### src/rtl/colcomp_pkg.sv
// Shared sizes for the compressor column-reduction multiplier.
// Assumes an 8-bit operand width: the 4:2 and 7:2 cell fan-ins are
// matched to the column heights that width produces.
package colcomp_pkg;
    localparam int OP_W     = 8;
    localparam int HALF_W   = OP_W / 2;
    localparam int PROD_W   = 2 * OP_W;
    localparam int NIB_PW   = 2 * HALF_W;
    localparam int C72_IN   = 7;
    localparam int MERGE_RW = 6;
endpackage

### src/rtl/colcomp_cmp42.sv
// Modified 4:2 compressor: five equal-weight bits in, one weight-1 and
// two weight-2 bits out. XOR stages are partly replaced by 2:1 muxes;
// cout is taken from x1..x3 only, so it never waits on cin.
module colcomp_cmp42 (
    input  logic x1,
    input  logic x2,
    input  logic x3,
    input  logic x4,
    input  logic cin,
    output logic sum,
    output logic carry,
    output logic cout
);
    logic par12;
    logic par34;
    logic par_all;

    // Parity terms and mux-selected carries.
    always_comb begin
        par12   = x1 ^ x2;
        par34   = x3 ^ x4;
        par_all = par12 ^ par34;
        cout    = par12 ? x3 : x1;
        sum     = par_all ^ cin;
        carry   = par_all ? cin : x4;
    end

    // Guard the counting identity and the cin-free outgoing carry.
    always_comb begin

        weight42_chk: assert (int'(x1) + int'(x2) + int'(x3) + int'(x4) + int'(cin)
                              == int'(sum) + 2 * (int'(carry) + int'(cout)))
            else $error("4:2 weighted sum mismatch");

        cout_maj_chk: assert (cout == ((int'(x1) + int'(x2) + int'(x3)) >= 2))
            else $error("4:2 cout not majority of x1..x3");
    end
endmodule

### src/rtl/colcomp_cmp72.sv
// 7:2 compressor from two modified 4:2 cells. Nine equal-weight bits in
// (seven data, two carries from the column below); one weight-1 bit and
// four weight-2 bits out. cout_a sees only data bits; cout_b sees data
// bits and cin_a, never cin_b.
module colcomp_cmp72
    import colcomp_pkg::*;
(
    input  logic [C72_IN-1:0] bits,
    input  logic              cin_a,
    input  logic              cin_b,
    output logic              sum,
    output logic              carry_lo,
    output logic              carry_hi,
    output logic              cout_a,
    output logic              cout_b
);
    logic mid_sum;

    colcomp_cmp42 u_first (
        .x1(bits[0]), .x2(bits[1]), .x3(bits[2]), .x4(bits[3]),
        .cin(cin_a), .sum(mid_sum), .carry(carry_lo), .cout(cout_a)
    );

    colcomp_cmp42 u_second (
        .x1(mid_sum), .x2(bits[4]), .x3(bits[5]), .x4(bits[6]),
        .cin(cin_b), .sum(sum), .carry(carry_hi), .cout(cout_b)
    );

    // Guard the nine-input counting identity.
    always_comb begin

        weight72_chk: assert ($countones(bits) + int'(cin_a) + int'(cin_b)
                              == int'(sum) + 2 * (int'(carry_lo) + int'(carry_hi)
                                                  + int'(cout_a) + int'(cout_b)))
            else $error("7:2 weighted sum mismatch");
    end
endmodule

### src/rtl/colcomp_nib.sv
// 4x4 nibble multiplier: one 4:2 compressor per column of the AND array.
// Each column's cout feeds the next column's cin only. Output is two rows
// (sum_row, carry_row) whose sum is the nibble product.
module colcomp_nib
    import colcomp_pkg::*;
#(
    parameter int NW = HALF_W
) (
    input  logic [NW-1:0]   a,
    input  logic [NW-1:0]   b,
    output logic [2*NW-1:0] sum_row,
    output logic [2*NW-1:0] carry_row
);
    localparam int NCOL = 2 * NW;

    logic [NW-1:0]   col_bits [NCOL];
    logic [NCOL-1:0] col_sum;
    logic [NCOL-1:0] col_carry;
    logic [NCOL-1:0] col_cout;

    // Place each AND term a[i]&b[j] in column i+j, slot i.
    always_comb begin
        for (int k = 0; k < NCOL; k++) begin
            col_bits[k] = '0;
            for (int i = 0; i < NW; i++) begin
                if ((k - i) >= 0 && (k - i) < NW)
                    col_bits[k][i] = a[i] & b[k-i];
            end
        end
    end

    for (genvar k = 0; k < NCOL; k++) begin : g_col
        logic cin_k;
        if (k == 0) begin : g_first
            assign cin_k = 1'b0;
        end else begin : g_rest
            assign cin_k = col_cout[k-1];
        end
        colcomp_cmp42 u_c42 (
            .x1(col_bits[k][0]), .x2(col_bits[k][1]),
            .x3(col_bits[k][2]), .x4(col_bits[k][3]),
            .cin(cin_k), .sum(col_sum[k]),
            .carry(col_carry[k]), .cout(col_cout[k])
        );
    end

    // Weight-2 outputs of column k land in column k+1.
    always_comb begin
        sum_row   = col_sum;
        carry_row = {col_carry[NCOL-2:0], 1'b0};
    end

    // Guard the two-row result and the empty top-column carries.
    always_comb begin

        nib_rows_chk: assert (int'(sum_row) + int'(carry_row) == int'(a) * int'(b))
            else $error("nibble rows do not sum to product");

        nib_top_zero_chk: assert (col_carry[NCOL-1] == 1'b0 && col_cout[NCOL-1] == 1'b0)
            else $error("nibble top column emitted a carry");
    end
endmodule

### src/rtl/colcomp_mul.sv
// Top: 8x8 unsigned combinational multiplier. Four nibble products (4:2
// reduction) give eight rows; the low-low and high-high rows never share
// a column, so they merge, leaving six rows. One 7:2 compressor per
// column reduces them to three rows, and a single carry-propagate
// addition forms the product.
module colcomp_mul
    import colcomp_pkg::*;
(
    input  logic [OP_W-1:0]   op_a,
    input  logic [OP_W-1:0]   op_b,
    output logic [PROD_W-1:0] product
);
    logic [NIB_PW-1:0] nib_sum [4];
    logic [NIB_PW-1:0] nib_car [4];
    logic [PROD_W-1:0] mrow    [MERGE_RW];
    logic [PROD_W-1:0] red_sum;
    logic [PROD_W-1:0] red_lo;
    logic [PROD_W-1:0] red_hi;
    logic [PROD_W-1:0] red_couta;
    logic [PROD_W-1:0] red_coutb;

    // Quadrant q: bit0 picks the op_a nibble, bit1 the op_b nibble.
    for (genvar q = 0; q < 4; q++) begin : g_nib
        localparam int AOFF = (q % 2) * HALF_W;
        localparam int BOFF = (q / 2) * HALF_W;
        colcomp_nib #(.NW(HALF_W)) u_nib (
            .a(op_a[AOFF +: HALF_W]),
            .b(op_b[BOFF +: HALF_W]),
            .sum_row(nib_sum[q]),
            .carry_row(nib_car[q])
        );
    end

    // Align nibble rows to their weight; merge low-low with high-high.
    always_comb begin
        mrow[0] = {nib_sum[3], nib_sum[0]};
        mrow[1] = {nib_car[3], nib_car[0]};
        mrow[2] = PROD_W'(nib_sum[1]) << HALF_W;
        mrow[3] = PROD_W'(nib_car[1]) << HALF_W;
        mrow[4] = PROD_W'(nib_sum[2]) << HALF_W;
        mrow[5] = PROD_W'(nib_car[2]) << HALF_W;
    end

    for (genvar k = 0; k < PROD_W; k++) begin : g_col
        logic [C72_IN-1:0] cbits;
        logic              cin_a_k;
        logic              cin_b_k;
        // Gather this column's six row bits; seventh slot unused.
        always_comb begin
            cbits = '0;
            for (int r = 0; r < MERGE_RW; r++)
                cbits[r] = mrow[r][k];
        end
        if (k == 0) begin : g_first
            assign cin_a_k = 1'b0;
            assign cin_b_k = 1'b0;
        end else begin : g_rest
            assign cin_a_k = red_couta[k-1];
            assign cin_b_k = red_coutb[k-1];
        end
        colcomp_cmp72 u_c72 (
            .bits(cbits), .cin_a(cin_a_k), .cin_b(cin_b_k),
            .sum(red_sum[k]), .carry_lo(red_lo[k]), .carry_hi(red_hi[k]),
            .cout_a(red_couta[k]), .cout_b(red_coutb[k])
        );
    end

    // Final carry-propagate addition of the three reduced rows.
    always_comb begin
        product = red_sum + {red_lo[PROD_W-2:0], 1'b0} + {red_hi[PROD_W-2:0], 1'b0};
    end

    // Guard the end result and the top column's dropped outputs.
    always_comb begin

        product_chk: assert (int'(product) == int'(op_a) * int'(op_b))
            else $error("product mismatch");

        top_col_zero_chk: assert (red_lo[PROD_W-1] == 1'b0 && red_hi[PROD_W-1] == 1'b0
                                  && red_couta[PROD_W-1] == 1'b0
                                  && red_coutb[PROD_W-1] == 1'b0)
            else $error("top column emitted a carry");
    end
endmodule

### config.mk
export PLATFORM = sky130hd
export DESIGN_NAME = colcomp_mul
export DESIGN_NICKNAME = d
export VERILOG_FILES = /design/src/rtl/colcomp_pkg.sv /design/src/rtl/colcomp_cmp42.sv /design/src/rtl/colcomp_cmp72.sv /design/src/rtl/colcomp_nib.sv /design/src/rtl/colcomp_mul.sv
export SDC_FILE = /design/constraint.sdc
export NUM_CORES = 1
export LEC_CHECK = 0
export BUFFER_PORTS_ARGS = -buffer_cell sky130_fd_sc_hd__buf_2
export CORE_MARGIN = 2
export CORE_UTILIZATION = 57
export DETAILED_ROUTE_END_ITERATION = 10
export PLACE_DENSITY = 0.89
export SYNTH_ARGS = -nofsm -noshare
export SYNTH_HDL_FRONTEND = slang
export SYNTH_SLANG_ARGS = --single-unit
### constraint.sdc
create_clock -name vclk -period 4.7
set_input_delay 0.47 -clock vclk [all_inputs]
set_output_delay 0.47 -clock vclk [all_outputs]
set_load 0.01 [all_outputs]
Yosys cells after proc, flatten, opt, wreduce, memory -nomap -nowiden:

Cells that the tools add are included.

* $add $sub $neg: 2
* multiplexer cells: 68
* bitwise gates (word level): 162

Operators with widths (number)
* XOR 1 bit: 98
* 2-to-1 mux 1 bit: 68
* AND 1 bit: 64
* adder 16 x 13 -> 16 bit: 1
* adder 16 bit: 1

* register bits after elaboration: 0
* input bits: 16
* output and inout bits: 16
* logic and storage cells: 232

Logic depth before layout (Yosys ltp):

* depth in word-level cells: 12
* depth in mapped cells: 24
* gate-level depth less buffers: 22

Cells and area by module:

From an unflattened synthesis, not the netlist that was laid out.

* cell total of the unflattened synthesis: 667
* area, all modules: 5689.2 um^2

By module, submodules not included
* colcomp_cmp42: times used 64, cells an instance 7, area each 62.6 um^2, sequential area each 0.0 um^2
* colcomp_mul: times used 1, cells an instance 119, area each 1029.7 um^2, sequential area each 0.0 um^2
* colcomp_nib: times used 4, cells an instance 25, area each 163.9 um^2, sequential area each 0.0 um^2

Least setup slack after synthesis:

OpenSTA, ideal clock, no wires.

* path kind: input-to-output
* start: input port op_a[1]
* end: output port product[15]
* arrival: 4.734 ns
* required time: 4.230 ns
* setup slack: -0.504 ns
* cell stages on the path: 20
* path buffers: 1
* cell sequence: clkbuf_1 > nand2_1 > xor2_1 > xnor2_1 > maj3_1 > maj3_1 > ha_1 > ha_1 > ha_1 > inv_1 > fa_1 > inv_1 > ha_1 > a21o_1 > a21oi_1 > nor2b_1 > o21a_1 > o41ai_1 > o21ai_0 > xnor2_1

* longest elaborated chain between the ends: 12
* elaborated cells between the ends (all ways): 96
* classes of those cells: 2 x add/sub; 38 x mux; 56 x bitwise

Ends and longest elaborated chain
* from (decl): line colcomp_mul.sv:9 `input logic [OP_W-1:0] op_a,`
* AND 1 bit: line colcomp_nib.sv:27 `col_bits[k][i] = a[i] & b[k-i];`
* XOR 1 bit: line colcomp_cmp42.sv:20 `par12 = x1 ^ x2;`
* 2-to-1 mux 1 bit / XOR 1 bit (equally long branches): line colcomp_cmp42.sv:23, colcomp_cmp42.sv:22
* XOR 1 bit / 2-to-1 mux 1 bit (equally long branches): line colcomp_cmp42.sv:24, colcomp_cmp42.sv:25
* XOR 1 bit: line colcomp_cmp42.sv:20
* XOR 1 bit / 2-to-1 mux 1 bit (equally long branches): line colcomp_cmp42.sv:22, colcomp_cmp42.sv:23
* XOR 1 bit: line colcomp_cmp42.sv:24 `sum = par_all ^ cin;`
* XOR 1 bit: line colcomp_cmp42.sv:20
* 2-to-1 mux 1 bit: line colcomp_cmp42.sv:23 `cout = par12 ? x3 : x1;`
* XOR 1 bit: line colcomp_cmp42.sv:24
* adder 16 bit: line colcomp_mul.sv:70 `product = red_sum + {red_lo[PROD_W-2:0], 1'b0} + {red_hi[PROD_W-2:0], 1'b0};`
* adder 16 x 13 -> 16 bit *: line colcomp_mul.sv:70
* to (decl): line colcomp_mul.sv:11 `output logic [PROD_W-1:0] product`

Every way passes the cells marked *; elsewhere a longest branch is shown, timed or not.

Worst setup path in the final report:

* start: input port op_b[1]
* end: output port product[15]

* longest elaborated chain between the ends: 12
* elaborated cells between the ends (all ways): 96
* classes of those cells: 2 x add/sub; 35 x mux; 59 x bitwise

Ends and longest elaborated chain
* from (decl): line colcomp_mul.sv:10 `input logic [OP_W-1:0] op_b,`
* AND 1 bit: line colcomp_nib.sv:27
* XOR 1 bit (on tied branches): line colcomp_cmp42.sv:21, colcomp_cmp42.sv:20
* XOR 1 bit / 2-to-1 mux 1 bit (equally long branches): line colcomp_cmp42.sv:22, colcomp_cmp42.sv:23
* XOR 1 bit / 2-to-1 mux 1 bit (equally long branches): line colcomp_cmp42.sv:24, colcomp_cmp42.sv:25
* XOR 1 bit (on tied branches): line colcomp_cmp42.sv:20, colcomp_cmp42.sv:21
* XOR 1 bit / 2-to-1 mux 1 bit (equally long branches): line colcomp_cmp42.sv:22, colcomp_cmp42.sv:23
* XOR 1 bit: line colcomp_cmp42.sv:24
* XOR 1 bit: line colcomp_cmp42.sv:20
* 2-to-1 mux 1 bit / XOR 1 bit (equally long branches): line colcomp_cmp42.sv:23, colcomp_cmp42.sv:22
* XOR 1 bit: line colcomp_cmp42.sv:24
* adder 16 bit: line colcomp_mul.sv:70
* adder 16 x 13 -> 16 bit *: line colcomp_mul.sv:70

Marks and branches as above.

==> flow_summary.json <==
{
  "first_global_vias": 3044,
  "fin_nets": 507,
  "grt_usage": 0.3773,
  "core_area_um2": 4354,
  "setup_viol": 6,
  "ant_nets": 0,
  "ys_seq_area_frac": 0,
  "worstMarginPinSlew_ps": 492.5,
  "synth_compound_area_frac": 0.1337,
  "rows": 24,
  "cp.arrival_ps": 4810,
  "synth_top_cell_area_share": 0.1951,
  "drv_slew": 0,
  "regArea_um2": 0,
  "drc": 0,
  "nClkBuffers": 0,
  "io_pins": 32,
  "yosys.area_share.adder": 0.3098,
  "maxCapViolCount": 0,
  "finalNonFillerCells": 492,
  "grt_max_degree": 16,
  "hold_path.class": "input pin to output port",
  "power_leakage_nw": 1.902,
  "violations": "setup timing",
  "antenna_cells": 0,
  "syn_area_um2": 2565,
  "crit_path_end_kind": "output port",
  "dieArea_um2": 5052,
  "yosysUniqueCellTypes": 42,
  "via_per_inst": 6.421,
  "syn_to_final_growth_pct": 46.63,
  "drt_iter0_markers": 330,
  "crit_type": "input pin to output port",
  "yosysMostFrequentCell": "nand2_1",
  "globalplace.congestion": 0.8950,
  "start_util": 0.5891,
  "slew_headroom": 0.6693,
  "antenna_found_initial": 0,
  "fin_ws_ps": -579.8,
  "syn_inst": 349,
  "grt_first_pass_wirelength_um": 15120,
  "gr-total-overflow": 0,
  "dp.cells": 482,
  "place_hpwl_um": 5978,
  "ys_top_cells_by_area": "ha_1 20%, xnor2_1 13%, nand2_1 9.2%, fa_1 7.0%, xor2_1 6.8%",
  "drive_above_1_share": 0.4227,
  "syn_avg_cell_area_um2": 7.349,
  "first_pass_iters": 7,
  "fin_crit_ps": 5280,
  "critPathLaunch": "op_b[1]",
  "start_kind": "input pin",
  "synth_mux_area_frac": 0.008780,
  "synth_common_cells": "63 x nand2_1, 41 x inv_1, 40 x ha_1, 37 x xnor2_1, 20 x xor2_1",
  "crit_required_ps": 4230,
  "p_per_area_nw_per_um2": 391.7,
  "rsz0062_at_grt": "true",
  "wl_per_cell_um": 22.64,
  "vdd_ir_drop_max_mv": 0.2980,
  "fin_setup_tns_ps": -2560,
  "syn-num-nets": 414,
  "synth_top_family_by_area": "adder cells",
  "synth.largest_area_cell": "ha_1",
  "status": "complete, but fails checks",
  "fmax_ghz": 0.1894,
  "synthSimpleGateAreaFrac": 0.2015,
  "num_vias": 3159,
  "hp-start": "op_a[0]",
  "synth-xor-area-share": 0.2463,
  "die-height_um": 71.08,
  "finalCritPeriodShare": 1.123,
  "portBuffers": 32,
  "cp_max_fo": 5,
  "drt_wl_total_um": 11140,
  "fp.dieW_um": 71.08,
  "seq_cell_count": 0,
  "hold_ws_ps": 1458,
  "ys_warn_count": 0,
  "hold_violations": 0
}
[report_power, final]
part	switching, mW	internal [mW]	total [mW]
logic	0.768	0.706	1.47
registers	0	0	0
clock network	0	0	0
[cells by family after synthesis]
| kind of cell | count (synthesis) |
|---|---|
| multiplexers | 2 |
| XOR/XNOR | 64 |
| adder cells (fa/ha/maj) | 60 |
| buffers and inverters | 58 |
| AND/OR/NAND/NOR | 111 |
| AO/OA/AOI/OAI | 54 |
[path summary, 6_finish.rpt]
path / endpoint / slack, ps / depth (start not counted)
worst min-delay path: product[0] / 1460 / 4
worst max-delay path: product[15] / -580 / 23
[layout by cell type, fill, tap and decap left out, types with 9 or more instances in the layout]
cell     Yosys  final
ha_4         0     11
inv_1       41     36
o21ai_0     18     15
ha_1        40     26
buf_2        4     24
xnor2_1     37     23
xor2_1      20     17
xnor2_2      5     14
maj3_2       3      9
nand2_1     63     53
buf_4        5     77
and2_1      14     14
[through the flow]
stage	area, µm²	total power [mW]	worst slack (ps)	utilization
2_1_floorplan	2684	0.7255	-194.7	-
5_1_grt	3761	1.545	-778.1	0.8638
6_report	3761	1.473	-579.8	0.8638
3_5_place_dp	3263	1.108	-558.0	0.7494
3_3_place_gp	3263	1.042	-380.6	0.7494
4_1_cts	3580	1.217	-327.0	0.8221
[critical path, stage by stage]
cell     delay [ps]
buf_8            90
nand2_4          70
xor2_2          190
xnor2_2         270
ha_4            260
nand2_2          70
o22a_1          180
xnor3_2         320
xnor2_2         160
xnor2_1         140
ha_1            300
inv_2            40
fa_1            510
inv_1            70
ha_1            290
a21o_1          190
a21oi_2         180
nor2b_1          60
o21a_1          220
o41ai_2         300
o21ai_1         140
xnor2_1         150
buf_2           150
[cell type report]
cell class	instances	area [µm²]
Fill cell	193	593.1
Inverter	41	153.9
Multi-Input combinational cell	291	2758
Tap cell	52	65.06
Timing Repair Buffer	108	784.5
[layer usage]
layer | up-vias | wire (µm) | track usage
li1 | 1315 | - | -
met3 | 91 | 1383 | 0.03989
met4 | 0 | 884 | 0.2034
met1 | 1441 | 3726 | 0.4625
met2 | 312 | 5143 | 0.6469
met5 | - | 0 | 0
[timing repair]
| action | 4_1_cts | 5_1_grt |
|---|---|---|
| hold buffers | 0 | 0 |
| buffers inserted | 8 | 3 |
| resized for setup | 55 | 23 |
| pin swaps | 32 | 15 |
| endpoints found under the setup margin | 6 | 8 |
No activity file was read; power rests on OpenSTA's default activity.
